===== src/rtl/gpio_irq_pkg.sv =====
// Package: shared register offsets and trigger encodings for the GPIO block.
// Assumes byte addressing with 32-bit aligned registers.
package gpio_irq_pkg;

    localparam int TRIG_W        = 3;
    localparam int LINES_PER_REG = 8;

    localparam logic [4:0] OFS_DOUT    = 5'h00;
    localparam logic [4:0] OFS_DIR     = 5'h04;
    localparam logic [4:0] OFS_DIN     = 5'h08;
    localparam logic [4:0] OFS_STAT    = 5'h0C;
    localparam logic [4:0] OFS_TRIG_LO = 5'h10;
    localparam logic [4:0] OFS_TRIG_HI = 5'h14;
    localparam logic [4:0] OFS_CLKO    = 5'h18;

    typedef enum logic [TRIG_W-1:0] {
        TRIG_HIGH = 3'd0,
        TRIG_LOW  = 3'd1,
        TRIG_RISE = 3'd2,
        TRIG_FALL = 3'd3,
        TRIG_ANY  = 3'd4
    } trig_e;

endpackage


===== src/rtl/gpio_in_sync.sv =====
// Module: two-flop synchronizer per line, plus one extra history stage for
// edge detection. Assumes pad_in is asynchronous to clk.
module gpio_in_sync #(
    parameter int W = 16
) (
    input  logic         clk,
    input  logic         rst_n,
    input  logic [W-1:0] d,
    output logic [W-1:0] q,
    output logic [W-1:0] q_prev
);

    logic [W-1:0] meta_q;

    // Capture, resynchronize and keep one cycle of history.
    always_ff @(posedge clk) begin
        if (!rst_n) begin
            meta_q <= '0;
            q      <= '0;
            q_prev <= '0;
        end else begin
            meta_q <= d;
            q      <= meta_q;
            q_prev <= q;
        end
    end

endmodule


===== src/rtl/gpio_line_detect.sv =====
// Module: trigger decode and sticky status bit for one line.
// Assumes lvl/lvl_prev are synchronous. A detected condition wins over a
// same-cycle clear, so level sources cannot be cleared while still present.
module gpio_line_detect
    import gpio_irq_pkg::*;
(
    input  logic              clk,
    input  logic              rst_n,
    input  logic              lvl,
    input  logic              lvl_prev,
    input  logic [TRIG_W-1:0] trig,
    input  logic              clr,
    output logic              status
);

    logic hit;

    // Decode the trigger code into this cycle's condition.
    always_comb begin
        case (trig)
            TRIG_HIGH: hit = lvl;
            TRIG_LOW:  hit = ~lvl;
            TRIG_RISE: hit = lvl & ~lvl_prev;
            TRIG_FALL: hit = ~lvl & lvl_prev;
            TRIG_ANY:  hit = lvl ^ lvl_prev;
            default:   hit = 1'b0;
        endcase
    end

    // Sticky status: set by the condition, cleared by a write of one.
    always_ff @(posedge clk) begin
        if (!rst_n) status <= 1'b0;
        else        status <= (status & ~clr) | hit;
    end

endmodule


===== src/rtl/gpio_irq_ctrl.sv =====
// Module: GPIO controller top with register file, synchronizers, per-line
// detectors and pad enables. Assumes NLINES <= 16 (two trigger registers)
// and full-word aligned accesses only.
module gpio_irq_ctrl
    import gpio_irq_pkg::*;
#(
    parameter int NLINES = 16,
    parameter int ADDR_W = 5,
    parameter int DATA_W = 32
) (
    input  logic              clk,
    input  logic              rst_n,
    input  logic              reg_wr,
    input  logic [ADDR_W-1:0] reg_addr,
    input  logic [DATA_W-1:0] reg_wdata,
    output logic [DATA_W-1:0] reg_rdata,
    input  logic [NLINES-1:0] pad_in,
    output logic [NLINES-1:0] pad_out,
    output logic [NLINES-1:0] pad_oe,
    output logic [NLINES-1:0] line_irq
);

    localparam int TRIG_REG_BITS = TRIG_W * LINES_PER_REG;

    logic [NLINES-1:0]        dout_q;
    logic [NLINES-1:0]        dir_q;
    logic [DATA_W-1:0]        clko_q;
    logic [TRIG_W-1:0]        trig_q [NLINES];
    logic [NLINES-1:0]        sync_lvl;
    logic [NLINES-1:0]        sync_prev;
    logic [NLINES-1:0]        stat_clr;
    logic [TRIG_REG_BITS-1:0] trig_lo_v;
    logic [TRIG_REG_BITS-1:0] trig_hi_v;
    logic                     aligned;
    logic [5:0]               addr_full;

    assign aligned   = (reg_addr[1:0] == 2'b00);
    assign addr_full = 6'(reg_addr);

    // Flat registers: output data, direction and clock-output control.
    always_ff @(posedge clk) begin
        if (!rst_n) begin
            dout_q <= '0;
            dir_q  <= '1;
            clko_q <= '0;
        end else if (reg_wr && aligned) begin
            if (addr_full == 6'(OFS_DOUT)) dout_q <= reg_wdata[NLINES-1:0];
            if (addr_full == 6'(OFS_DIR))  dir_q  <= reg_wdata[NLINES-1:0];
            if (addr_full == 6'(OFS_CLKO)) clko_q <= reg_wdata;
        end
    end

    // Per-line trigger code storage, eight fields per register.
    always_ff @(posedge clk) begin
        for (int i = 0; i < NLINES; i++) begin
            if (!rst_n) begin
                trig_q[i] <= '0;
            end else if (reg_wr && aligned &&
                         addr_full == 6'((i < LINES_PER_REG) ? OFS_TRIG_LO : OFS_TRIG_HI)) begin
                trig_q[i] <= reg_wdata[TRIG_W*(i % LINES_PER_REG) +: TRIG_W];
            end
        end
    end

    // Status clear strobes from a write of ones to the status register.
    assign stat_clr = (reg_wr && aligned && addr_full == 6'(OFS_STAT)) ?
                      reg_wdata[NLINES-1:0] : '0;

    gpio_in_sync #(.W(NLINES)) u_sync (
        .clk    (clk),
        .rst_n  (rst_n),
        .d      (pad_in),
        .q      (sync_lvl),
        .q_prev (sync_prev)
    );

    for (genvar g = 0; g < NLINES; g++) begin : g_line
        gpio_line_detect u_det (
            .clk      (clk),
            .rst_n    (rst_n),
            .lvl      (sync_lvl[g]),
            .lvl_prev (sync_prev[g]),
            .trig     (trig_q[g]),
            .clr      (stat_clr[g]),
            .status   (line_irq[g])
        );
    end

    assign pad_out = dout_q;
    assign pad_oe  = ~dir_q;

    // Pack trigger codes into their two readback words.
    always_comb begin
        trig_lo_v = '0;
        trig_hi_v = '0;
        for (int i = 0; i < NLINES; i++) begin
            if (i < LINES_PER_REG) trig_lo_v[TRIG_W*(i % LINES_PER_REG) +: TRIG_W] = trig_q[i];
            else                   trig_hi_v[TRIG_W*(i % LINES_PER_REG) +: TRIG_W] = trig_q[i];
        end
    end

    // Read mux; misaligned or unmapped offsets return zero.
    always_comb begin
        reg_rdata = '0;
        if (aligned) begin
            case (addr_full)
                6'(OFS_DOUT):    reg_rdata[NLINES-1:0]        = dout_q;
                6'(OFS_DIR):     reg_rdata[NLINES-1:0]        = dir_q;
                6'(OFS_DIN):     reg_rdata[NLINES-1:0]        = sync_lvl;
                6'(OFS_STAT):    reg_rdata[NLINES-1:0]        = line_irq;
                6'(OFS_TRIG_LO): reg_rdata[TRIG_REG_BITS-1:0] = trig_lo_v;
                6'(OFS_TRIG_HI): reg_rdata[TRIG_REG_BITS-1:0] = trig_hi_v;
                6'(OFS_CLKO):    reg_rdata                    = clko_q;
                default:         reg_rdata                    = '0;
            endcase
        end
    end

endmodule


===== config.mk =====
export PLATFORM = sky130hd
export DESIGN_NAME = gpio_irq_ctrl
export DESIGN_NICKNAME = d
export VERILOG_FILES = /design/src/rtl/gpio_irq_pkg.sv /design/src/rtl/gpio_in_sync.sv /design/src/rtl/gpio_line_detect.sv /design/src/rtl/gpio_irq_ctrl.sv
export SDC_FILE = /design/constraint.sdc
export NUM_CORES = 1
export LEC_CHECK = 0
export BUFFER_PORTS_ARGS = -buffer_cell sky130_fd_sc_hd__buf_2
export CAP_MARGIN = 10
export CORE_ASPECT_RATIO = 1.5
export CORE_MARGIN = 2
export CORE_UTILIZATION = 39
export DETAILED_ROUTE_END_ITERATION = 16
export GPL_ROUTABILITY_DRIVEN = 0
export SYNTH_ARGS = -nofsm -noshare
export SYNTH_HDL_FRONTEND = slang
export SYNTH_SLANG_ARGS = --single-unit
export TNS_END_PERCENT = 1

===== constraint.sdc =====
create_clock -name clk -period 6.4 [get_ports clk]
set_input_delay 1.28 -clock clk [delete_from_list [all_inputs] [get_ports clk]]
set_output_delay 1.28 -clock clk [all_outputs]
set_load 0.05 [all_outputs]

# Word level (Yosys, flattened, before mapping)
# Memory sizes are Yosys's and may differ from the RTL's.
# Cells that the tools add are included.
# totals
reg_bits,128
ramBits,48
inputBits,56
output_inout_bits,80
memories,1
# mem_list
name,words,width,read_ports,rd_clocked_by_memory_dff,wr,line,text
trig_q,16,3,16,0,16,gpio_irq_ctrl.sv:28,logic [TRIG_W-1:0] trig_q [NLINES];
# classes
eq_ne,70
n_mux,44
n_bitwise,145
n_reduce_logical,25
# op_table
op,count
16-bit case mux with 7 select lines,1
3-bit by 2-bit equality test with 1-bit output (second input constant),32
1-bit case mux with 5 select lines,16
1-bit AND,48
3-bit by 1-bit equality test with 1-bit output (second input constant),16
3-bit equality test (second input constant),16
3-bit logical NOT,16
3-bit 2-to-1 mux,16
1-bit inverter,48
32-bit 2-to-1 mux,1
1-bit OR,32
8-bit case mux with 3 select lines,1
16-bit 2-to-1 mux,1
16-bit inverter,1
1-bit XOR,16
5-bit equality test (second input constant),3
5-bit by 4-bit equality test with 1-bit output (second input constant),2
8-bit 2-to-1 mux,1
1-bit 2-to-1 mux,7
6-bit logical NOT,1
2-bit AND reduction,3
5-bit by 3-bit equality test with 1-bit output (second input constant),1
1-bit logical AND,4
2-bit logical NOT,1

# Logic depth before layout (Yosys ltp)
# Gate-level depths: netlist of run 1.
# depth
ltp_word,7
ltp_mapped,8
mapped_depth_nobuf,6

# Hierarchy
# From an unflattened synthesis of run 1, not the netlist that was laid out.
# unflattened
hier_cells,904
hier_area_um2,8994.9
# modules_own_cells
mod,instances,cells_each,area_each_um2
gpio_irq_ctrl,1,579,5821.8
gpio_line_detect,16,14,115.1
gpio_in_sync,1,101,1331.3

# Worst setup path before layout of run 1
# OpenSTA, ideal clock, no wires.
# synth_path
path_kind,input-to-output
startpoint,input reg_addr[1]
endpoint,output reg_rdata[1]
t_arrival_ns,3.518
required_time_ns,5.120
path_slack_ns,1.602
stages,3
cell_sequence,or2_1 > buf_2 > o311ai_0
# synth_between
elab_chain_len,3
elab_cells_between_ends,10
classes_between,eq/ne (6); mux (2); reduce/logical (2)
# synth_rtl
item,line,text
from (decl),gpio_irq_ctrl.sv:14,"input logic [ADDR_W-1:0] reg_addr,"
5-bit equality test (tied with other cells),gpio_irq_ctrl.sv:106,case (addr_full)
16-bit case mux with 7 select lines,gpio_irq_ctrl.sv:106,
32-bit 2-to-1 mux (*),gpio_irq_ctrl.sv:105,if (aligned) begin
to (decl),gpio_irq_ctrl.sv:16,"output logic [DATA_W-1:0] reg_rdata,"
# Every way passes the cells marked *; elsewhere a longest branch is shown, timed or not.

# Final worst setup path of run 1
# layout_path
startpoint,input reg_addr[2]
endpoint,output reg_rdata[4]
# layout_between
elab_chain_len,3
elab_cells_between_ends,9
classes_between,eq/ne (6); mux (2); reduce/logical (1)
# layout_rtl
item,line
5-bit equality test (tied with other cells),gpio_irq_ctrl.sv:106
16-bit case mux with 7 select lines (*),gpio_irq_ctrl.sv:106
32-bit 2-to-1 mux (*),gpio_irq_ctrl.sv:105
# Marks and branches as above.

==> results of run 1 <==
[logic make-up (layout without fill, tap and decap cells)]
logic type,after synthesis,count (layout),synth area share
flops,176,176,0.466
fa+ha+maj,32,32,0.0466
simple gates,329,329,0.190
buf+inv,128,231,0.0765
compound gates,174,174,0.137
xor+xnor,16,16,0.0163
mux,56,56,0.0670
[worst min-delay path by stage]
stage / from / cells after the start / end / slack (ps)
after floorplan: u_sync.meta_q[0] / 1 / u_sync.q[0] / 410
after global placement: u_sync.meta_q[8] / 1 / u_sync.q[8] / 410
after detailed placement: u_sync.meta_q[13] / 1 / u_sync.q[13] / 420
after CTS: u_sync.meta_q[8] / 1 / u_sync.q[8] / 430
after global routing: u_sync.meta_q[8] / 1 / u_sync.q[8] / 450
final: u_sync.meta_q[8] / 1 / u_sync.q[8] / 430
[worst max-delay path, stage by stage]
cell and delay, ps:
sky130_fd_sc_hd__buf_2 680, sky130_fd_sc_hd__buf_4 400, sky130_fd_sc_hd__mux2_2 370, sky130_fd_sc_hd__a222oi_1 300, sky130_fd_sc_hd__o21ai_0 240, sky130_fd_sc_hd__buf_2 290
[synthesized netlist by cell type (4+ instances only)]
cell / instances
sky130_fd_sc_hd__a21oi_2: 11
sky130_fd_sc_hd__mux2i_1: 44
sky130_fd_sc_hd__buf_6: 6
sky130_fd_sc_hd__o211ai_1: 16
sky130_fd_sc_hd__o21ai_1: 9
sky130_fd_sc_hd__buf_4: 24
sky130_fd_sc_hd__a22o_1: 5
sky130_fd_sc_hd__nor4b_1: 10
sky130_fd_sc_hd__mux2_2: 12
sky130_fd_sc_hd__a22oi_1: 10
sky130_fd_sc_hd__o22ai_1: 5
sky130_fd_sc_hd__o41ai_1: 5
sky130_fd_sc_hd__xor2_1: 16
sky130_fd_sc_hd__a221oi_1: 5
sky130_fd_sc_hd__and2_1: 81
sky130_fd_sc_hd__a211o_1: 10
sky130_fd_sc_hd__dfxtp_1: 128
sky130_fd_sc_hd__a222oi_1: 10
sky130_fd_sc_hd__ha_1: 32
sky130_fd_sc_hd__inv_1: 54
sky130_fd_sc_hd__o21ai_0: 18
sky130_fd_sc_hd__o2111ai_1: 5
sky130_fd_sc_hd__buf_2: 14
sky130_fd_sc_hd__buf_1: 4
sky130_fd_sc_hd__a31o_1: 5
sky130_fd_sc_hd__and3_1: 9
sky130_fd_sc_hd__nand2_1: 140
sky130_fd_sc_hd__nor2_1: 62
sky130_fd_sc_hd__nor2b_1: 4
sky130_fd_sc_hd__clkbuf_1: 18
sky130_fd_sc_hd__a21oi_1: 55
sky130_fd_sc_hd__clkbuf_2: 6
sky130_fd_sc_hd__edfxtp_1: 48
[final cells by class]
class | instances | area (um^2)
fillers | 2133 | 11800
inverters | 55 | 206
flip-flops and latches | 176 | 4000
repair buffers | 144 | 763
clock buffers | 20 | 447
clock inverters | 12 | 184
multi-input cells | 607 | 3930
well taps | 272 | 340
[metrics by stage]
step                      utilization  setup WS (ps)
after global placement          0.426           1610
after detailed placement        0.426           1580
after global routing            0.456           1520
after floorplan                     -           1600
final                           0.456           1550
after CTS                       0.455           1580
[registers in the layout, summed over array words and instances (netlist names)]
register and count:
clko_q 32, dir_q 16, g_line.u_det.status 16, pad_out 16
trig_q 48, u_sync.meta_q 16, u_sync.q 16, u_sync.q_prev 16
[power by group through the flow]
| stage | registers, mW | clock network, mW | logic, mW |
|---|---|---|---|
| detailed placement | 1.25 | 0 | 0.276 |
| finish | 1.23 | 1.11 | 0.276 |
| global route | 1.23 | 1.17 | 0.297 |
| global placement | 1.25 | 0 | 0.274 |
| CTS | 1.23 | 1.13 | 0.277 |
| floorplan | 1.24 | 0 | 0.205 |
[cell usage in the layout (no fill, tap or decap), drive strengths merged, types with 12 or more instances in the layout]
cell type,count
a21oi,66
and2,81
and3,12
buf,144
clkbuf,20
dfxtp,128
edfxtp,48
ha,32
inv,57
mux2,12
mux2i,44
nand2,140
nor2,66
o211ai,16
o21ai,27
xor2,16
[per-layer routing]
metal,GRT usage,share of wire,routed length [um]
met1,0.228,0.39,9720
met2,0.395,0.52,13100
met3,0.0377,0.049,1220
met4,0.102,0.036,894
met5,0,0,0
==> impl_metrics.xml, run 1 <==
<?xml version="1.0" encoding="UTF-8"?>
<metrics>
  <group name="run_status">
    <metric name="result_of_the_run" unit="">finished, final reports clean</metric>
  </group>
  <group name="synth">
    <metric name="syn_area_per_cell" unit="um^2">9.42</metric>
    <metric name="synth_top_area_share" unit="">0.298</metric>
    <metric name="asyncSetResetFlopFracSynth" unit="">0</metric>
    <metric name="synthCells" unit="">911</metric>
    <metric name="syn_area" unit="um^2">8590</metric>
    <metric name="netlist_top_cells_area" unit="">sky130_fd_sc_hd__dfxtp_1 (30%), sky130_fd_sc_hd__edfxtp_1 (17%), sky130_fd_sc_hd__nand2_1 (6.1%), sky130_fd_sc_hd__and2_1 (5.9%), sky130_fd_sc_hd__mux2i_1 (5.1%)</metric>
    <metric name="synthFlopType" unit="">sky130_fd_sc_hd__dfxtp_1</metric>
    <metric name="yosysUniqueCellTypes" unit="">54</metric>
    <metric name="synth_seq_cells" unit="">176</metric>
    <metric name="netlist.top_cell.by_area" unit="">sky130_fd_sc_hd__dfxtp_1</metric>
    <metric name="yosysWarningCount" unit="">0</metric>
    <metric name="synth.net_count" unit="">999</metric>
    <metric name="number_of_enable_flip_flop_cells_after_synthesis" unit="">48</metric>
    <metric name="synth_sequential_area_ratio" unit="">0.466</metric>
  </group>
  <group name="clocking">
    <metric name="cts-buffers-inserted" unit="">17</metric>
    <metric name="htree_levels" unit="">4</metric>
    <metric name="cts_tree" unit="">built</metric>
    <metric name="cts.hold.buffers_added" unit="">0</metric>
    <metric name="clockBufferDepth" unit="">2</metric>
    <metric name="cts_resized" unit="">0</metric>
    <metric name="post-cts-setup-buffers" unit="">0</metric>
    <metric name="cts.clk_slew.worst_paths" unit="ps">70</metric>
    <metric name="cts.root.buffer_cell" unit="">sky130_fd_sc_hd__clkbuf_16</metric>
    <metric name="tritoncts_num_sinks" unit="">176</metric>
    <metric name="clock_insertion_delay_worst_skew" unit="ps">440</metric>
  </group>
  <group name="critical_path">
    <metric name="worstSetupStartpoint" unit="">reg_addr[2]</metric>
    <metric name="cp-start-kind" unit="">input pin</metric>
    <metric name="cp-endpoint" unit="">reg_rdata[4]</metric>
    <metric name="path_class" unit="">input pin to output pin</metric>
    <metric name="regToRegStartpoint" unit="">u_sync.q[3]</metric>
    <metric name="crit_arrival" unit="ps">3570</metric>
    <metric name="r2r_worst_path_depth" unit="">5</metric>
    <metric name="ff2ff_setup_slack" unit="ps">4970</metric>
    <metric name="cp_max_fo" unit="">39</metric>
    <metric name="capturing_point_of_the_worst_reg2reg_path" unit="">g_line[3].u_det.status</metric>
    <metric name="worstSetupEndpointType" unit="">output pin</metric>
    <metric name="worstPathRequired" unit="ps">5120</metric>
  </group>
  <group name="global_route">
    <metric name="overflow" unit="">0</metric>
    <metric name="grt_pass1_wl" unit="mm">37.0</metric>
    <metric name="gr-usage-all-layers" unit="">0.211</metric>
    <metric name="grt_start_max_net_pins" unit="">53</metric>
    <metric name="initial_antenna_violation_count" unit="">0</metric>
    <metric name="via_count_of_the_first_global_routing_pass" unit="">6681</metric>
  </group>
  <group name="finish">
    <metric name="layout.nets" unit="">1089</metric>
    <metric name="finish.instance_area" unit="um^2">9870</metric>
    <metric name="diodes" unit="">0</metric>
    <metric name="area_delta_synth_final" unit="%">15.0</metric>
    <metric name="post_route_insts_no_fill" unit="">1286</metric>
    <metric name="drive_gt1_frac" unit="">0.207</metric>
  </group>
  <group name="sta">
    <metric name="slew_headroom" unit="">0.264</metric>
    <metric name="finalHoldViolCount" unit="">0</metric>
    <metric name="rsz0062_at_grt" unit="">false</metric>
    <metric name="clock_skew" unit="ps">5.51</metric>
    <metric name="layout_worst_path_cycle_share" unit="">0.758</metric>
    <metric name="max_freq" unit="GHz">0.206</metric>
    <metric name="final_hold_slack" unit="ps">429</metric>
    <metric name="transition_time_at_the_pin_with_the_least_slew_margin" unit="ps">1100</metric>
    <metric name="tns" unit="ps">0</metric>
    <metric name="report.final.setup_viol" unit="">0</metric>
    <metric name="timing.final.max_slew_violations" unit="">0</metric>
    <metric name="finalCriticalPeriod" unit="ps">4850</metric>
  </group>
  <group name="floorplan">
    <metric name="chipHeight" unit="um">186</metric>
    <metric name="initial_cell_density_of_the_core" unit="">0.397</metric>
    <metric name="die_outline_area" unit="um^2">23200</metric>
    <metric name="top_level_ports" unit="">136</metric>
    <metric name="rows" unit="">66</metric>
    <metric name="core_region_area" unit="um^2">21600</metric>
    <metric name="die_width" unit="um">125</metric>
  </group>
  <group name="detailed_routing">
    <metric name="avgViaCountPerCell" unit="">5.27</metric>
    <metric name="drt-wirelength-per-cell" unit="um">19.4</metric>
    <metric name="first_iter_violations" unit="">412</metric>
    <metric name="post-route-drc-count" unit="">0</metric>
    <metric name="postRouteAntennaNets" unit="">0</metric>
    <metric name="vias_after_detailed_routing" unit="">6779</metric>
    <metric name="postRouteWirelength" unit="mm">24.9</metric>
    <metric name="first_pass_iteration_count_of_the_detailed_router" unit="">6</metric>
  </group>
  <group name="pwr">
    <metric name="power_frac_seq" unit="">0.469</metric>
    <metric name="switching_share" unit="">0.258</metric>
    <metric name="p_per_area" unit="nW/um^2">265</metric>
    <metric name="portion_of_total_power_attributed_to_combinational_logic" unit="">0.105</metric>
    <metric name="static-leakage-power" unit="nW">4.23</metric>
    <metric name="power_report.internal_total" unit="mW">1.94</metric>
    <metric name="irDropWorstVdd" unit="mV">0.180</metric>
    <metric name="clockPowerShare" unit="">0.426</metric>
    <metric name="finalPower" unit="mW">2.62</metric>
    <metric name="netSwitchingPower" unit="mW">0.674</metric>
  </group>
  <group name="placement">
    <metric name="numPortBuffers" unit="">135</metric>
    <metric name="place_area" unit="um^2">9210</metric>
    <metric name="post-dp-hpwl" unit="mm">17.1</metric>
    <metric name="cell_total_after_placement" unit="">1253</metric>
  </group>
  <group name="worst_hold_path">
    <metric name="min_path_type" unit="">flip-flop to flip-flop</metric>
  </group>
  <group name="run">
    <metric name="max_cap_viol_count" unit="">0</metric>
  </group>
</metrics>
Power figures use the tool's default switching activity.
==> run 2: changes to the inputs <==
Settings changed: ABC_AREA set to 1.
Clock period 6.4 ns to 4.13 ns, I/O delays scaled along.
==> run 2 against run 1 <==
Clock power is 47% higher; highest routed layer unchanged; critical path type unchanged; synthesized cell count is 26% higher; largest power group unchanged; clock skew is 2.1 ps higher; critical endpoint is now reg_rdata[0]; setup slack worse by 830 ps.
==> impl_metrics.xml, run 2 <==
<?xml version="1.0" encoding="UTF-8"?>
<metrics>
  <group name="pwr">
    <metric name="static-leakage-power" unit="nW">5.20</metric>
    <metric name="irDropWorstVdd" unit="mV">0.270</metric>
    <metric name="power_report.internal_total" unit="mW">2.83</metric>
    <metric name="netSwitchingPower" unit="mW">1.09</metric>
    <metric name="switching_share" unit="">0.278</metric>
    <metric name="portion_of_total_power_attributed_to_combinational_logic" unit="">0.104</metric>
    <metric name="power_frac_seq" unit="">0.480</metric>
    <metric name="clockPowerShare" unit="">0.415</metric>
    <metric name="p_per_area" unit="nW/um^2">394</metric>
  </group>
  <group name="sta">
    <metric name="tns" unit="ps">0</metric>
    <metric name="finalHoldViolCount" unit="">0</metric>
    <metric name="timing.final.max_slew_violations" unit="">0</metric>
    <metric name="rsz0062_at_grt" unit="">false</metric>
    <metric name="max_freq" unit="GHz">0.293</metric>
    <metric name="layout_worst_path_cycle_share" unit="">0.826</metric>
    <metric name="finalCriticalPeriod" unit="ps">3410</metric>
    <metric name="report.final.setup_viol" unit="">0</metric>
    <metric name="post-route-worst-setup-slack" unit="ps">718</metric>
    <metric name="transition_time_at_the_pin_with_the_least_slew_margin" unit="ps">1070</metric>
    <metric name="clock_skew" unit="ps">7.57</metric>
    <metric name="slew_headroom" unit="">0.285</metric>
  </group>
  <group name="synth">
    <metric name="adder_and_majority_gate_portion_of_the_synthesized_area" unit="">0.0467</metric>
    <metric name="synth_top_family_by_area" unit="">simple AND/OR/NAND/NOR gates</metric>
    <metric name="synth.net_count" unit="">1240</metric>
    <metric name="yosysUniqueCellTypes" unit="">29</metric>
    <metric name="share_of_the_synthesized_area_in_compound_gates_ao_oa_aoi_oai" unit="">0.123</metric>
    <metric name="yosysWarningCount" unit="">0</metric>
    <metric name="synth_top_area_share" unit="">0.299</metric>
    <metric name="netlist_top_cells_area" unit="">sky130_fd_sc_hd__dfxtp_1 (30%), sky130_fd_sc_hd__edfxtp_1 (17%), sky130_fd_sc_hd__nand2_1 (11%), sky130_fd_sc_hd__inv_1 (10%), sky130_fd_sc_hd__nor2_1 (6.6%)</metric>
    <metric name="yosys.area_share.simple" unit="">0.220</metric>
    <metric name="netlist.top_cell.by_area" unit="">sky130_fd_sc_hd__dfxtp_1</metric>
    <metric name="synthCells" unit="">1152</metric>
    <metric name="syn_area_per_cell" unit="um^2">7.43</metric>
    <metric name="syn_area" unit="um^2">8560</metric>
    <metric name="synthMuxAreaShare" unit="">0</metric>
    <metric name="asyncSetResetFlopFracSynth" unit="">0</metric>
    <metric name="synth_seq_cells" unit="">176</metric>
    <metric name="synth_most_common_cell" unit="">sky130_fd_sc_hd__nand2_1</metric>
    <metric name="yosys.area_share.xor_xnor" unit="">0</metric>
    <metric name="number_of_enable_flip_flop_cells_after_synthesis" unit="">48</metric>
    <metric name="synth_sequential_area_ratio" unit="">0.467</metric>
    <metric name="yosys-top-cells-count" unit="">sky130_fd_sc_hd__nand2_1 (241), sky130_fd_sc_hd__inv_1 (229), sky130_fd_sc_hd__nor2_1 (151)</metric>
    <metric name="synthFlopType" unit="">sky130_fd_sc_hd__dfxtp_1</metric>
  </group>
  <group name="finish">
    <metric name="fillCellCount" unit="">2249</metric>
    <metric name="regMostFlops" unit="">trig_q</metric>
    <metric name="most_frequent_cells_in_the_layout" unit="">sky130_fd_sc_hd__nand2_1 (241), sky130_fd_sc_hd__inv_1 (229), sky130_fd_sc_hd__nor2_1 (151)</metric>
    <metric name="drive_gt1_frac" unit="">0.161</metric>
    <metric name="largestRegisters" unit="">trig_q (48), clko_q (32)</metric>
    <metric name="layout.nets" unit="">1348</metric>
    <metric name="layout.cells.most_common" unit="">sky130_fd_sc_hd__nand2_1</metric>
    <metric name="diodes" unit="">0</metric>
    <metric name="multiInputGateArea" unit="um^2">3350</metric>
    <metric name="area_delta_synth_final" unit="%">16.2</metric>
    <metric name="reg_area" unit="um^2">4000</metric>
    <metric name="largest_register_ffs" unit="">48</metric>
  </group>
  <group name="worst_hold_path">
    <metric name="holdPathEnd" unit="">u_sync.q[7]</metric>
    <metric name="hold-path-cell-count" unit="">2</metric>
    <metric name="timing.hold.worst.start" unit="">u_sync.meta_q[7]</metric>
    <metric name="min_path_type" unit="">flip-flop to flip-flop</metric>
  </group>
  <group name="critical_path">
    <metric name="cp_max_fo" unit="">25</metric>
    <metric name="r2r_worst_path_depth" unit="">8</metric>
    <metric name="ff2ff_setup_slack" unit="ps">2600</metric>
    <metric name="cpMaxStageDelayCell" unit="">sky130_fd_sc_hd__inv_1</metric>
    <metric name="worstPathRequired" unit="ps">3300</metric>
    <metric name="crit_path_cell_trace" unit="">buf_2 -&gt; nor2_8 -&gt; nand2_1 -&gt; nor2_1 -&gt; inv_1 -&gt; o21ai_0 -&gt; nor2_1 -&gt; nand2_1 -&gt; buf_2</metric>
    <metric name="regToRegStartpoint" unit="">u_sync.q[6]</metric>
    <metric name="path_class" unit="">input pin to output pin</metric>
    <metric name="crit_arrival" unit="ps">2590</metric>
    <metric name="worstSetupEndpointType" unit="">output pin</metric>
    <metric name="cp-start-kind" unit="">input pin</metric>
    <metric name="capturing_point_of_the_worst_reg2reg_path" unit="">g_line[6].u_det.status</metric>
    <metric name="timing.critical_path.slowest_cell_delay" unit="ps">470</metric>
  </group>
  <group name="global_route">
    <metric name="via_count_of_the_first_global_routing_pass" unit="">7137</metric>
    <metric name="gr-usage-all-layers" unit="">0.206</metric>
    <metric name="grt_start_max_net_pins" unit="">44</metric>
    <metric name="initial_antenna_violation_count" unit="">0</metric>
    <metric name="grt_pass1_wl" unit="mm">36.9</metric>
    <metric name="overflow" unit="">0</metric>
  </group>
  <group name="detailed_routing">
    <metric name="post-route-drc-count" unit="">0</metric>
    <metric name="postRouteWirelength" unit="mm">23.7</metric>
    <metric name="postRouteAntennaNets" unit="">0</metric>
    <metric name="drt-wirelength-per-cell" unit="um">15.3</metric>
    <metric name="first_iter_violations" unit="">383</metric>
    <metric name="vias_after_detailed_routing" unit="">7353</metric>
    <metric name="avgViaCountPerCell" unit="">4.76</metric>
    <metric name="first_pass_iteration_count_of_the_detailed_router" unit="">5</metric>
  </group>
  <group name="run_status">
    <metric name="result_of_the_run" unit="">finished, final reports clean</metric>
  </group>
  <group name="floorplan">
    <metric name="chipHeight" unit="um">185</metric>
    <metric name="rows" unit="">66</metric>
    <metric name="die_outline_area" unit="um^2">23200</metric>
    <metric name="core_region_area" unit="um^2">21600</metric>
    <metric name="top_level_ports" unit="">136</metric>
    <metric name="initial_cell_density_of_the_core" unit="">0.396</metric>
    <metric name="die_width" unit="um">125</metric>
  </group>
  <group name="placement">
    <metric name="post-dp-hpwl" unit="mm">16.9</metric>
    <metric name="place_worst_setup_slack" unit="ps">725</metric>
    <metric name="numPortBuffers" unit="">135</metric>
  </group>
  <group name="clocking">
    <metric name="cts-buffers-inserted" unit="">17</metric>
    <metric name="clock_insertion_delay_worst_skew" unit="ps">440</metric>
    <metric name="tritoncts_num_sinks" unit="">176</metric>
    <metric name="cts_resized" unit="">0</metric>
    <metric name="cts.hold.buffers_added" unit="">0</metric>
    <metric name="cts.root.buffer_cell" unit="">sky130_fd_sc_hd__clkbuf_16</metric>
    <metric name="cts.clk_slew.worst_paths" unit="ps">70</metric>
    <metric name="post-cts-setup-buffers" unit="">0</metric>
    <metric name="cts_tree" unit="">built</metric>
    <metric name="htree_levels" unit="">4</metric>
    <metric name="clockBufferDepth" unit="">2</metric>
  </group>
  <group name="run">
    <metric name="max_cap_viol_count" unit="">0</metric>
  </group>
</metrics>
==> run 2: worst max-delay path by stage <==
stage | cells past startpoint | startpoint | endpoint
6_report | 9 | reg_addr[1] | reg_rdata[0]
3_3_place_gp | 7 | reg_addr[1] | reg_rdata[23]
3_5_place_dp | 9 | reg_addr[1] | reg_rdata[0]
5_1_grt | 9 | reg_addr[1] | reg_rdata[14]
4_1_cts | 9 | reg_addr[1] | reg_rdata[0]
2_1_floorplan | 6 | reg_addr[1] | trig_q[1][0]
==> run 2: kinds of logic (layout without fill, tap and decap cells) <==
| group | count (synthesis) | in the layout |
|---|---|---|
| compound gates | 195 | 195 |
| simple gates | 457 | 457 |
| fa+ha+maj | 32 | 32 |
| flops | 176 | 176 |
| buf+inv | 292 | 413 |
==> run 2: through the flow <==
step                utilization  hold WS [ps]  cells  instance area (um^2)  power, mW
global route              0.460           437   1545                  9950       4.07
CTS                       0.460           413   1545                  9950       3.96
detailed placement        0.432           397   1513                  9350       2.34
finish                    0.460           413   1545                  9950       3.93
floorplan                     -           390   1152                  8560       2.21
global placement          0.432           394   1513                  9350       2.33
==> run 2: cell type report <==
class	instances	share of cell area
clock inverters	12	0.0111
well taps	272	0.0342
inverters	233	0.0879
flip-flops and latches	176	0.402
clock buffers	20	0.0492
repair buffers	148	0.0790
multi-input cells	684	0.336
==> run 2: power groups by stage <==
stage	sequential [mW]	combinational, mW	clock, mW
floorplan	1.92	0.295	0
global placement	1.92	0.408	0
detailed placement	1.93	0.412	0
CTS	1.89	0.413	1.66
global route	1.89	0.453	1.72
finish	1.89	0.410	1.63
==> run 2: per-layer routing <==
metal  global-route usage  vias to the layer above  routed length (um)  part of all wire
met2                0.367                      177               11900              0.50
met4                0.103                        0                 877             0.037
met1                0.236                     3344                9990              0.42
met3               0.0388                       57                 927             0.039
li1                     -                     3775                   -                 -
met5                    0                        -                   0                 0
==> run 2: worst max-delay path, delay by kind of cell <==
kind / cells / cell delay, ps
compound gates: 1 / 390
buf+inv: 3 / 850
simple gates: 5 / 510
